### src/rtl/wdg_pkg.sv
package wdg_pkg;

  localparam int unsigned BUS_W = 32;

  // Strobes and levels passed from the register front end to the counter datapath.
  typedef struct packed {
    logic             loadWr;     // accepted write to load register
    logic             clearWr;    // accepted write to interrupt acknowledge
    logic             cntEnable;  // control bit 0
    logic             rstEnable;  // control bit 1
    logic [BUS_W-1:0] wrData;     // bus write data
  } wdg_strobe_t;

endpackage

### src/rtl/wdg_regs.sv
module wdg_regs
  import wdg_pkg::*;
#(
  parameter int unsigned ADDR_W   = 12,
  parameter int unsigned CNT_W    = 32,
  parameter logic [31:0] LOCK_KEY = 32'h1ACC_E551
) (
  input  logic              clk,
  input  logic              rstN,
  input  logic [ADDR_W-1:0] busAddr,
  input  logic              busWrEn,
  input  logic              busRdEn,
  input  logic [BUS_W-1:0]  busWdata,
  input  logic [CNT_W-1:0]  cntVal,
  input  logic [CNT_W-1:0]  loadVal,
  input  logic              pending,
  output wdg_strobe_t       strobe,
  output logic              locked,
  output logic [BUS_W-1:0]  busRdata
);

  localparam logic [ADDR_W-1:0] OFF_LOAD  = ADDR_W'(12'h000);
  localparam logic [ADDR_W-1:0] OFF_VALUE = ADDR_W'(12'h004);
  localparam logic [ADDR_W-1:0] OFF_CTRL  = ADDR_W'(12'h008);
  localparam logic [ADDR_W-1:0] OFF_CLEAR = ADDR_W'(12'h00C);
  localparam logic [ADDR_W-1:0] OFF_STAT  = ADDR_W'(12'h014);
  localparam logic [ADDR_W-1:0] OFF_LOCK  = ADDR_W'(12'hC00);

  logic lockReg;
  logic enReg;
  logic rstEnReg;
  logic openWr;

  assign openWr = busWrEn && !lockReg;

  // The lock register itself accepts writes in either state.
  always_ff @(posedge clk or negedge rstN) begin
    if (!rstN) begin
      lockReg <= 1'b1;
    end else if (busWrEn && busAddr == OFF_LOCK) begin
      lockReg <= (busWdata != LOCK_KEY);
    end
  end

  always_ff @(posedge clk or negedge rstN) begin
    if (!rstN) begin
      enReg    <= 1'b0;
      rstEnReg <= 1'b0;
    end else if (openWr && busAddr == OFF_CTRL) begin
      enReg    <= busWdata[0];
      rstEnReg <= busWdata[1];
    end
  end

  always_comb begin
    strobe.loadWr    = openWr && busAddr == OFF_LOAD;
    strobe.clearWr   = openWr && busAddr == OFF_CLEAR;
    strobe.cntEnable = enReg;
    strobe.rstEnable = rstEnReg;
    strobe.wrData    = busWdata;
  end

  assign locked = lockReg;

  always_comb begin
    busRdata = '0;
    if (busRdEn) begin
      unique case (busAddr)
        OFF_LOAD:  busRdata = BUS_W'(loadVal);
        OFF_VALUE: busRdata = BUS_W'(cntVal);
        OFF_CTRL:  busRdata = {{(BUS_W-2){1'b0}}, rstEnReg, enReg};
        OFF_STAT:  busRdata = {{(BUS_W-1){1'b0}}, pending && enReg};
        OFF_LOCK:  busRdata = {{(BUS_W-1){1'b0}}, lockReg};
        default:   busRdata = '0;
      endcase
    end
  end

endmodule

### src/rtl/wdg_counter.sv
module wdg_counter
  import wdg_pkg::*;
#(
  parameter int unsigned CNT_W    = 32,
  parameter bit          HOLD_RST = 1'b0
) (
  input  logic             clk,
  input  logic             rstN,
  input  wdg_strobe_t      strobe,
  output logic [CNT_W-1:0] cntVal,
  output logic [CNT_W-1:0] loadVal,
  output logic             pending,
  output logic             irqOut,
  output logic             rstReqOut
);

  logic [CNT_W-1:0] cntReg;
  logic [CNT_W-1:0] loadReg;
  logic [CNT_W-1:0] newLoad;
  logic             pendReg;
  logic             expire;
  logic             rstFire;
  logic             rstReg;

  assign newLoad = strobe.wrData[CNT_W-1:0];
  assign expire  = strobe.cntEnable && (cntReg == '0);
  assign rstFire = expire && !strobe.clearWr && pendReg && strobe.rstEnable;

  always_ff @(posedge clk or negedge rstN) begin
    if (!rstN) begin
      loadReg <= '1;
    end else if (strobe.loadWr) begin
      loadReg <= newLoad;
    end
  end

  // Acknowledge beats a live reload, which beats an expiry reload.
  always_ff @(posedge clk or negedge rstN) begin
    if (!rstN) begin
      cntReg <= '1;
    end else if (strobe.clearWr) begin
      cntReg <= loadReg;
    end else if (strobe.loadWr && strobe.cntEnable) begin
      cntReg <= newLoad;
    end else if (expire) begin
      cntReg <= loadReg;
    end else if (strobe.cntEnable) begin
      cntReg <= cntReg - 1'b1;
    end
  end

  always_ff @(posedge clk or negedge rstN) begin
    if (!rstN) begin
      pendReg <= 1'b0;
    end else if (strobe.clearWr) begin
      pendReg <= 1'b0;
    end else if (expire) begin
      pendReg <= 1'b1;
    end
  end

  generate
    if (HOLD_RST) begin : g_heldReq
      always_ff @(posedge clk or negedge rstN) begin
        if (!rstN) rstReg <= 1'b0;
        else       rstReg <= rstReg || rstFire;
      end
    end else begin : g_pulseReq
      always_ff @(posedge clk or negedge rstN) begin
        if (!rstN) rstReg <= 1'b0;
        else       rstReg <= rstFire;
      end
    end
  endgenerate

  assign cntVal    = cntReg;
  assign loadVal   = loadReg;
  assign pending   = pendReg;
  assign irqOut    = pendReg && strobe.cntEnable;
  assign rstReqOut = rstReg;

endmodule

### src/rtl/lockable_watchdog.sv
module lockable_watchdog
  import wdg_pkg::*;
#(
  parameter int unsigned ADDR_W   = 12,
  parameter int unsigned CNT_W    = 32,
  parameter logic [31:0] LOCK_KEY = 32'h1ACC_E551,
  parameter bit          HOLD_RST = 1'b0
) (
  input  logic              clk,
  input  logic              rstN,
  input  logic [ADDR_W-1:0] busAddr,
  input  logic              busWrEn,
  input  logic              busRdEn,
  input  logic [31:0]       busWdata,
  output logic [31:0]       busRdata,
  output logic              irqOut,
  output logic              rstReqOut
);

  wdg_strobe_t      strobe;
  logic [CNT_W-1:0] cntVal;
  logic [CNT_W-1:0] loadVal;
  logic             pending;
  logic             locked;

  wdg_regs #(
    .ADDR_W  (ADDR_W),
    .CNT_W   (CNT_W),
    .LOCK_KEY(LOCK_KEY)
  ) i_regs (
    .clk     (clk),
    .rstN    (rstN),
    .busAddr (busAddr),
    .busWrEn (busWrEn),
    .busRdEn (busRdEn),
    .busWdata(busWdata),
    .cntVal  (cntVal),
    .loadVal (loadVal),
    .pending (pending),
    .strobe  (strobe),
    .locked  (locked),
    .busRdata(busRdata)
  );

  wdg_counter #(
    .CNT_W   (CNT_W),
    .HOLD_RST(HOLD_RST)
  ) i_counter (
    .clk      (clk),
    .rstN     (rstN),
    .strobe   (strobe),
    .cntVal   (cntVal),
    .loadVal  (loadVal),
    .pending  (pending),
    .irqOut   (irqOut),
    .rstReqOut(rstReqOut)
  );

endmodule

### config.mk
export PLATFORM = sky130hd
export DESIGN_NAME = lockable_watchdog
export DESIGN_NICKNAME = d
export VERILOG_FILES = /design/src/rtl/wdg_pkg.sv /design/src/rtl/wdg_regs.sv /design/src/rtl/wdg_counter.sv /design/src/rtl/lockable_watchdog.sv
export SDC_FILE = /design/constraint.sdc
export NUM_CORES = 1
export LEC_CHECK = 0
export BUFFER_PORTS_ARGS = -buffer_cell sky130_fd_sc_hd__buf_2
export CAP_MARGIN = 10
export CORE_AREA = 2 2 92 94
export CTS_CLUSTER_SIZE = 40
export DETAILED_ROUTE_END_ITERATION = 6
export DIE_AREA = 0 0 94 96
export MAX_ROUTING_LAYER = met4
export PLACE_DENSITY = 0.84
export SLEW_MARGIN = 20
export SYNTH_ARGS = -nofsm -noshare
export SYNTH_HDL_FRONTEND = slang
export SYNTH_SLANG_ARGS = --single-unit
### constraint.sdc
create_clock -name clk -period 7.75 [get_ports clk]
set_clock_uncertainty 0.1 [all_clocks]
set_input_delay 1.1625 -clock clk [delete_from_list [all_inputs] [get_ports clk]]
set_output_delay 1.1625 -clock clk [all_outputs]
set_load 0.01 [all_outputs]
==> results of run 1 <==
through the flow:
step           instances   util  worst slack, ps  instance area [um2]  power, uW
6_report             769  0.667             3030                 5370        755
4_1_cts              769  0.667             3070                 5370        755
2_1_floorplan        602      -             3540                 4760        413
5_1_grt              769  0.667             2890                 5370        780
3_3_place_gp         753  0.642             3160                 5170        445
3_5_place_dp         753  0.642             3080                 5170        447
where the power goes:
group	internal, uW	switching (uW)
sequential	374	10.9
clock	167	144
combinational	23.9	35.0
per-layer routing:
layer | track usage | up-vias | wire, um | share of wire
li1 | - | 2317 | - | -
met1 | 0.447 | 2466 | 6070 | 0.39
met2 | 0.584 | 304 | 7520 | 0.49
met3 | 0.0626 | 35 | 1410 | 0.092
met4 | 0.141 | 0 | 382 | 0.025
met5 | - | - | 0 | 0
registers in the layout, indices dropped and copies added (netlist names):
register,cells
i_regs.locked,1
i_counter.cntVal,32
i_counter.pending,1
i_regs.enReg,1
i_regs.rstEnReg,1
i_counter.rstReqOut,1
i_counter.loadVal,32
cells by family after synthesis:
| family | synth area share |
|---|---|
| AOI/OAI and AO/OA | 0.225 |
| xor gates and xnor gates | 0.0295 |
| adders and majority gates | 0.00263 |
| buffers and inverters | 0.0460 |
| DFF | 0.380 |
| muxes | 0.0134 |
| and+or+nand+nor | 0.303 |
critical path, stage by stage:
cell      delay (ps)
buf_2            100
nor4_1           500
nand3_1          250
nor2_2           670
buf_4            360
a221oi_1         110
a21oi_1          140
buf_2            140
cells in the final DEF, fill, tap and decap left out, types with 13 or more instances in the layout:
cell type	Yosys	routed
buf_2	1	81
a22oi_1	30	30
or3_1	16	16
xor2_1	13	13
nor3_1	27	27
nor2_1	67	64
o21ai_0	29	29
nand2_1	120	120
a21oi_1	31	31
nand3_1	13	13
dfstp_2	65	65
final timing paths:
kind / end / cells after the start / from / slack (ps)
min reg2reg: i_counter.loadVal[20]$_DFFE_PN1P_ / 2 / i_counter.loadVal[20]$_DFFE_PN1P_ / 370
max reg2reg: i_counter.cntVal[18]$_DFFE_PN1P_ / 8 / i_counter.cntVal[1]$_DFFE_PN1P_ / 4230
min: i_counter.loadVal[20]$_DFFE_PN1P_ / 2 / i_counter.loadVal[20]$_DFFE_PN1P_ / 370
max: busRdata[0] / 8 / busAddr[1] / 3030
max in group asynchronous: i_counter.pending$_DFFE_PN0P_ / 2 / rstN / 6100
min in group asynchronous: i_counter.rstReqOut$_DFF_PN0_ / 2 / rstN / 910
area by class of cell:
class                   instances  area share
multi-input cells             483       0.510
well taps                     105      0.0244
repair buffers                 89      0.0866
inverters                       7     0.00489
clock inverters                 3     0.00815
clock buffers                  13      0.0296
flip-flops and latches         69       0.336
==> metrics.log, run 1 <==
[metrics] proportion of synthesized chip area in sequential cells: 0.380
[metrics] endpoints failing hold: 0
[metrics] data arrival time of the critical path: 3460 ps
[metrics] top fanout value on the critical path: 16
[metrics] Antenna diodes: 0
[metrics] Residual DRC: 0
[metrics] core outline area: 8050 um2
[metrics] Critical Path Sink Type: primary output
[metrics] Max H-tree Level: 3
[metrics] worst min path class: reg -> reg
[metrics] most common cell in the synthesized netlist: nand2_1
[metrics] Post-synth ARST share: 1.00
[metrics] Synth Net Count: 651
[metrics] actual transition at the worst max-transition pin: 1220 ps
[metrics] share of Yosys cell area claimed by the top area cell type: 0.359
[metrics] Max-Cap Viols: 0
[metrics] register area: 1810 um2
[metrics] count of input and output buffers: 81
[metrics] synthesis-stage register bit count: 69
[metrics] Detailed Routing Iterations Pass 1: 6
[metrics] synthesized cell area: 4760 um2
[metrics] final number of max-transition violations: 0
[metrics] maximum ir drop on the vdd rail: 85.2 uV
[metrics] Worst-Skew Late Latency: 350 ps
[metrics] number of placement rows: 33
[metrics] aggregate routed wire length: 15.4 mm
[metrics] Post-DRT Antenna Nets: 0
[metrics] TritonCTS clock tree: done
[metrics] clock root buffer master: clkbuf_8
[metrics] status: finished, final reports clean
[metrics] total global routing overflow: 0
[metrics] die width: 94 um
[metrics] pin count of the biggest net entering global routing: 70
[metrics] Setup TNS Final: 0 ps
[metrics] boundary pin count: 82
[metrics] number of synthesized flops with an enable pin: 0
[metrics] count of nets after finishing: 708
[metrics] Filler cells: 721
[metrics] Layout Area Growth over Synthesis: 13.0%
[metrics] # hold bufs at CTS: 0
[metrics] Num CTS Buffers: 9
[metrics] CTS clk-pin slew, worst paths: 70 ps
[metrics] Final GP Congestion: 0.967
[metrics] Detailed Route Iter0 Violations: 587
[metrics] headroom to the max-slew limit: 0.185
[metrics] Syn. warnings: 0
[metrics] via count of the first global-routing pass: 4848
[metrics] unrepaired setup endpoints after global routing: false
[metrics] buffer count from post-CTS setup fixing: 0
[metrics] biggest area consumer among synthesized cells: dfstp_2
[metrics] Achievable Freq: 212 MHz
[metrics] required time of the critical path: 6490 ps
[metrics] initial antenna violation count: 0
[metrics] vertical die dimension: 96 um
[metrics] most instantiated cells after synthesis: nand2_1 (120), nor2_1 (67), dfstp_2 (65)
[metrics] Vias/cell: 6.66
[metrics] min cycle time layout: 4720 ps
[metrics] starting density of the core: 0.591
[metrics] fraction of final layout cells with drive strength greater than 1: 0.274
[metrics] ys flop type: dfstp_2
[metrics] leading post-synthesis cells by cell area: dfstp_2 (36%), nand2_1 (9.5%), nor2_1 (5.3%), a22oi_1 (4.7%), a21oi_1 (3.3%)
[metrics] Detailed Place HPWL: 10.3 mm
[metrics] power per unit of standard cell area: 141 nW/um2
[metrics] overall track demand over capacity in global routing: 0.358
[metrics] Post-Synthesis Cells: 602
[metrics] leakage power: 0.00219 uW
[metrics] setup violation total in the final timing report: 0
[metrics] wire length of the first global-routing pass: 24.5 mm
[metrics] Setup Crit Path Kind: in -> out
[metrics] crit share post-route: 0.610
[metrics] Avg Cell Area, Syn: 7.90 um2
[metrics] detailed-route via count: 5122
[metrics] die area: 9020 um2
[metrics] area taken by multi-input logic gates: 2740 um2
[metrics] Critical Path Start Type: input pin
[metrics] clock sinks: 69
[metrics] count of unique library cells instantiated by Yosys: 63
[metrics] WL per Instance: 20.0 um
[metrics] final hold slack: 370 ps
[metrics] post-cts resize count: 0
[metrics] buffer levels on the longest clock path: 2
No activity file was read; power rests on OpenSTA's default activity.
==> run 2: changes to the inputs <==
CORE_AREA = 2 2 95 97   (was 2 2 92 94)
DIE_AREA = 0 0 97 99   (was 0 0 94 96)
PLACE_DENSITY = 0.79   (was 0.84)
clock period = 4.8 ns   (was 7.75 ns; I/O delays follow)
==> metrics.log, run 2 (synthesized netlist as in run 1, its figures left out) <==
[metrics] status: finished, final reports clean
[metrics] boundary pin count: 82
[metrics] Detailed Routing Iterations Pass 1: 5
[metrics] Residual DRC: 0
[metrics] data arrival time of the critical path: 3170 ps
[metrics] count of nets after finishing: 712
[metrics] buffer levels on the longest clock path: 2
[metrics] flop2flop setup slack: 1350 ps
[metrics] Layout Area Growth over Synthesis: 14.1%
[metrics] met3 layer wire length in the routed design: 1.34 mm
[metrics] die area: 9600 um2
[metrics] unrepaired setup endpoints after global routing: false
[metrics] die width: 97 um
[metrics] CTS clk-pin slew, worst paths: 80 ps
[metrics] worst min path class: in -> async
[metrics] placed inst area: 5200 um2
[metrics] top fanout value on the critical path: 20
[metrics] clock share of power: 0.433
[metrics] Internal Pwr Total: 938 uW
[metrics] Setup TNS Final: 0 ps
[metrics] register area: 1810 um2
[metrics] Critical Path Sink Type: primary output
[metrics] overall track demand over capacity in global routing: 0.326
[metrics] share of power burned in combinational logic: 0.074
[metrics] CP cell instances: buf_2, or4_1, or4_1, nor3b_1, o21ai_2, buf_4, nor4_1, buf_2
[metrics] switching pwr: 322 uW
[metrics] top metal layer carrying routed signals: met4
[metrics] # hold bufs at CTS: 0
[metrics] area of all placed cells without fillers: 5430 um2
[metrics] register share of total power: 0.493
[metrics] min cycle time layout: 3990 ps
[metrics] Detailed Place HPWL: 10.4 mm
[metrics] gate family responsible for the most delay along the worst path: simple AND/OR/NAND/NOR gates
[metrics] core outline area: 8550 um2
[metrics] actual transition at the worst max-transition pin: 927 ps
[metrics] Detailed Route Iter0 Violations: 437
[metrics] Post-DRT Antenna Nets: 0
[metrics] Critical R2R Capture: i_counter.cntVal[18]$_DFFE_PN1P_
[metrics] endpoints failing hold: 0
[metrics] post-cts resize count: 0
[metrics] crit share post-route: 0.831
[metrics] Critical Path Start Type: input pin
[metrics] Max-Cap Viols: 0
[metrics] fraction of final layout cells with drive strength greater than 1: 0.281
[metrics] end-of-flow core utilization: 0.635
[metrics] WL per Instance: 19.3 um
[metrics] total global routing overflow: 0
[metrics] via count of the first global-routing pass: 5035
[metrics] wire length on met2: 7.24 mm
[metrics] Final GP Congestion: 0.958
[metrics] detailed-route via count: 5081
[metrics] power per unit of standard cell area: 232 nW/um2
[metrics] fraction of power spent switching nets: 0.256
[metrics] Achievable Freq: 251 MHz
[metrics] clock sinks: 69
[metrics] routed metal-1 wirelength: 6.15 mm
[metrics] Worst-Skew Late Latency: 360 ps
[metrics] aggregate routed wire length: 15.0 mm
[metrics] startpoint of the lowest-slack register-to-register path: i_counter.cntVal[0]$_DFFE_PN1P_
[metrics] wire length of the first global-routing pass: 25.0 mm
[metrics] startpoint of the worst setup timing path: busAddr[1]
[metrics] area taken by multi-input logic gates: 2740 um2
[metrics] clock root buffer master: clkbuf_8
[metrics] most frequent cells in the layout: nand2_1 (120), buf_2 (81), dfstp_2 (65)
[metrics] headroom to the max-slew limit: 0.378
[metrics] required time of the critical path: 3980 ps
[metrics] initial antenna violation count: 0
[metrics] final hold slack: 337 ps
[metrics] count of input and output buffers: 81
[metrics] delay contributed by the slowest stage of the critical path: 550 ps
[metrics] Max H-tree Level: 3
[metrics] final number of max-transition violations: 0
[metrics] worst-case reg-to-reg path depth: 8
[metrics] pin count of the biggest net entering global routing: 47
[metrics] starting density of the core: 0.556
[metrics] vertical die dimension: 99 um
[metrics] TritonCTS clock tree: done
[metrics] most common library cell in the layout ignoring fill and taps: nand2_1
[metrics] Setup Crit Path Kind: in -> out
[metrics] crit path max-delay cell type: or4_1
[metrics] number of placement rows: 34
[metrics] count of buffering cells on the critical path with inverters included: 3
[metrics] Vias/cell: 6.55
[metrics] buffer count from post-CTS setup fixing: 0
[metrics] Antenna diodes: 0
[metrics] leakage power: 0.00222 uW
[metrics] Filler cells: 755
[metrics] maximum ir drop on the vdd rail: 139 uV
[metrics] Num CTS Buffers: 9
[metrics] setup violation total in the final timing report: 0
-- run 2: changes by cell type in the layout (fill, tap and decap cells not counted) --
cell	change
buf_4	+4
clkbuf_1	-2
clkbuf_8	-2
bufinv_16	+1
clkinv_4	+1
clkinvlp_4	+1
inv_6	+1
-- run 2: per-layer routing --
layer	track usage	vias to the layer above
li1	-	2325
met1	0.415	2444
met2	0.520	282
met3	0.0582	30
met4	0.130	0
met5	-	-
-- run 2: worst max-delay path by stage --
stage	to	depth (start not counted)
after detailed placement	busRdata[1]	8
final	busRdata[1]	8
after global routing	busRdata[1]	8
after global placement	busRdata[1]	8
after floorplan	busRdata[1]	5
after CTS	busRdata[1]	8
-- run 2: cell type report --
| type | count | share of cell area |
|---|---|---|
| Clock buffer | 9 | 0.0228 |
| Clock inverter | 7 | 0.0182 |
| Inverter | 7 | 0.00484 |
| Multi-Input combinational cell | 483 | 0.505 |
| Sequential cell | 69 | 0.333 |
| Tap cell | 108 | 0.0249 |
| Timing Repair Buffer | 93 | 0.0913 |
-- run 2: through the flow --
step,cells,setup WS (ps),power (uW)
after floorplan,602,1470,667
after global placement,760,914,719
after detailed placement,760,855,722
after CTS,776,824,1260
after global routing,776,692,1310
final,776,814,1260
-- run 2: power by group through the flow --
| stage | registers, uW | logic [uW] | clock network [uW] |
|---|---|---|---|
| finish | 621 | 93.9 | 545 |
| global placement | 629 | 89.9 | 0 |
| global route | 624 | 105 | 577 |
| detailed placement | 629 | 92.4 | 0 |
| floorplan | 624 | 42.7 | 0 |
| CTS | 620 | 93.1 | 548 |
==> run 3: changes to the inputs <==
CORE_AREA = 2 2 99 101   (was 2 2 95 97)
DIE_AREA = 0 0 101 103   (was 0 0 97 99)
PLACE_DENSITY = 0.77   (was 0.79)
clock period = 3.3 ns   (was 4.8 ns; I/O delays follow)
==> metrics.log, run 3 (synthesized netlist as in run 1, its figures left out) <==
[metrics] startpoint of the worst setup timing path: busAddr[1]
[metrics] Final GP Congestion: 0.992
[metrics] WL per Instance: 19.9 um
[metrics] Filler cells: 890
[metrics] required time of the critical path: 2700 ps
[metrics] Vias/cell: 6.54
[metrics] Critical R2R Capture: i_counter.cntVal[22]$_DFFE_PN1P_
[metrics] Setup TNS Final: 0 ps
[metrics] final number of max-transition violations: 0
[metrics] detailed-route via count: 5207
[metrics] pin count of the biggest net entering global routing: 48
[metrics] min cycle time layout: 3150 ps
[metrics] number of placement rows: 36
[metrics] top fanout value on the critical path: 20
[metrics] clock share of power: 0.453
[metrics] Detailed Route Iter0 Violations: 406
[metrics] post-cts resize count: 0
[metrics] Max H-tree Level: 3
[metrics] die width: 101 um
[metrics] worst-case reg-to-reg path depth: 8
[metrics] most common library cell in the layout ignoring fill and taps: nand2_1
[metrics] number of non-filler instances in the completed layout: 796
[metrics] register share of total power: 0.474
[metrics] Internal Pwr Total: 1440 uW
[metrics] endpoints failing hold: 0
[metrics] flop2flop setup slack: 220 ps
[metrics] headroom to the max-slew limit: 0.448
[metrics] buffer count from post-CTS setup fixing: 0
[metrics] unrepaired setup endpoints after global routing: false
[metrics] Max-Cap Viols: 0
[metrics] vertical die dimension: 103 um
[metrics] Residual DRC: 0
[metrics] Worst-Skew Late Latency: 360 ps
[metrics] count of input and output buffers: 81
[metrics] buffer levels on the longest clock path: 2
[metrics] Layout Area Growth over Synthesis: 16.8%
[metrics] TritonCTS clock tree: done
[metrics] Post-DRT Antenna Nets: 0
[metrics] Achievable Freq: 318 MHz
[metrics] leakage power: 0.00229 uW
[metrics] aggregate routed wire length: 15.8 mm
[metrics] starting density of the core: 0.503
[metrics] crit share post-route: 0.954
[metrics] actual transition at the worst max-transition pin: 825 ps
[metrics] status: finished, final reports clean
[metrics] clock sinks: 69
[metrics] maximum ir drop on the vdd rail: 208 uV
[metrics] Detailed Place HPWL: 10.9 mm
[metrics] power per unit of standard cell area: 343 nW/um2
[metrics] CTS clk-pin slew, worst paths: 80 ps
[metrics] # hold bufs at CTS: 0
[metrics] startpoint of the lowest-slack register-to-register path: i_counter.cntVal[1]$_DFFE_PN1P_
[metrics] boundary pin count: 82
[metrics] most frequent cells in the layout: nand2_1 (120), buf_2 (81), dfstp_2 (65)
[metrics] setup violation total in the final timing report: 0
[metrics] clock root buffer master: clkbuf_8
[metrics] fraction of power spent switching nets: 0.247
[metrics] initial antenna violation count: 0
[metrics] number of cells after detailed placement: 780
[metrics] count of nets after finishing: 726
[metrics] fraction of final layout cells with drive strength greater than 1: 0.295
[metrics] Detailed Routing Iterations Pass 1: 6
[metrics] data arrival time of the critical path: 2550 ps
[metrics] overall track demand over capacity in global routing: 0.323
[metrics] register area: 1810 um2
[metrics] share of power burned in combinational logic: 0.072
[metrics] die area: 10400 um2
[metrics] Setup Crit Path Kind: in -> out
[metrics] total global routing overflow: 0
[metrics] core outline area: 9460 um2
[metrics] Critical Path Start Type: input pin
[metrics] Num CTS Buffers: 9
[metrics] Antenna diodes: 0
[metrics] worst min path class: in -> async
[metrics] wire length of the first global-routing pass: 25.6 mm
[metrics] switching pwr: 471 uW
[metrics] area taken by multi-input logic gates: 2740 um2
[metrics] Critical Path Sink Type: primary output
[metrics] via count of the first global-routing pass: 5014
-- run 3: cell types whose count changed in the layout (fill, tap and decap cells not counted), sizes merged --
cell	delta
clkinv	-1
bufinv	+1
inv	-1
buf	+14
clkbuf	+1
-- run 3: final cells by class --
cell class | count | share of cell area
Clock buffer | 10 | 0.0230
Clock inverter | 6 | 0.0200
Inverter | 7 | 0.00473
Multi-Input combinational cell | 483 | 0.493
Sequential cell | 69 | 0.325
Tap cell | 114 | 0.0257
Timing Repair Buffer | 107 | 0.108
-- run 3: worst max-delay path by stage --
| stage | end | slack [ps] | cells past startpoint |
|---|---|---|---|
| after floorplan | i_counter.cntVal[1]$_DFFE_PN1P_ | 370 | 11 |
| after global placement | busRdata[11] | 240 | 8 |
| after detailed placement | busRdata[12] | 160 | 8 |
| after CTS | busRdata[12] | 170 | 8 |
| after global routing | busRdata[21] | 50 | 8 |
| final | busRdata[12] | 150 | 8 |
-- run 3: per-layer routing --
layer	vias up	wire, um	global-route usage
met1	2431	6240	0.405
met5	-	0	-
met3	76	1500	0.0488
met2	352	7480	0.508
met4	0	599	0.168
li1	2348	-	-
-- run 3: power groups by stage --
stage	registers, uW	logic, uW	clock network, uW
floorplan	908	62.2	0
global placement	914	132	0
detailed placement	916	135	0
CTS	903	137	864
global route	908	153	897
finish	905	138	865
-- run 3: critical path, cell delays in order --
cell     delay [ps]
buf_2           110
or4_1           530
or4_1           540
nor3b_1         260
o21ai_2         110
buf_4           210
nor2_1          130
buf_2           140
-- run 3: metrics by stage --
step | hold WS, ps | setup slack, ps | total power (uW) | utilization | cell area [um2]
after floorplan | 99.4 | 368 | 970 | - | 4760
after global placement | 355 | 242 | 1050 | 0.562 | 5320
after detailed placement | 360 | 164 | 1050 | 0.562 | 5320
after CTS | 43.2 | 167 | 1900 | 0.587 | 5560
after global routing | 58.0 | 47.7 | 1960 | 0.587 | 5560
final | 22.4 | 152 | 1910 | 0.587 | 5560
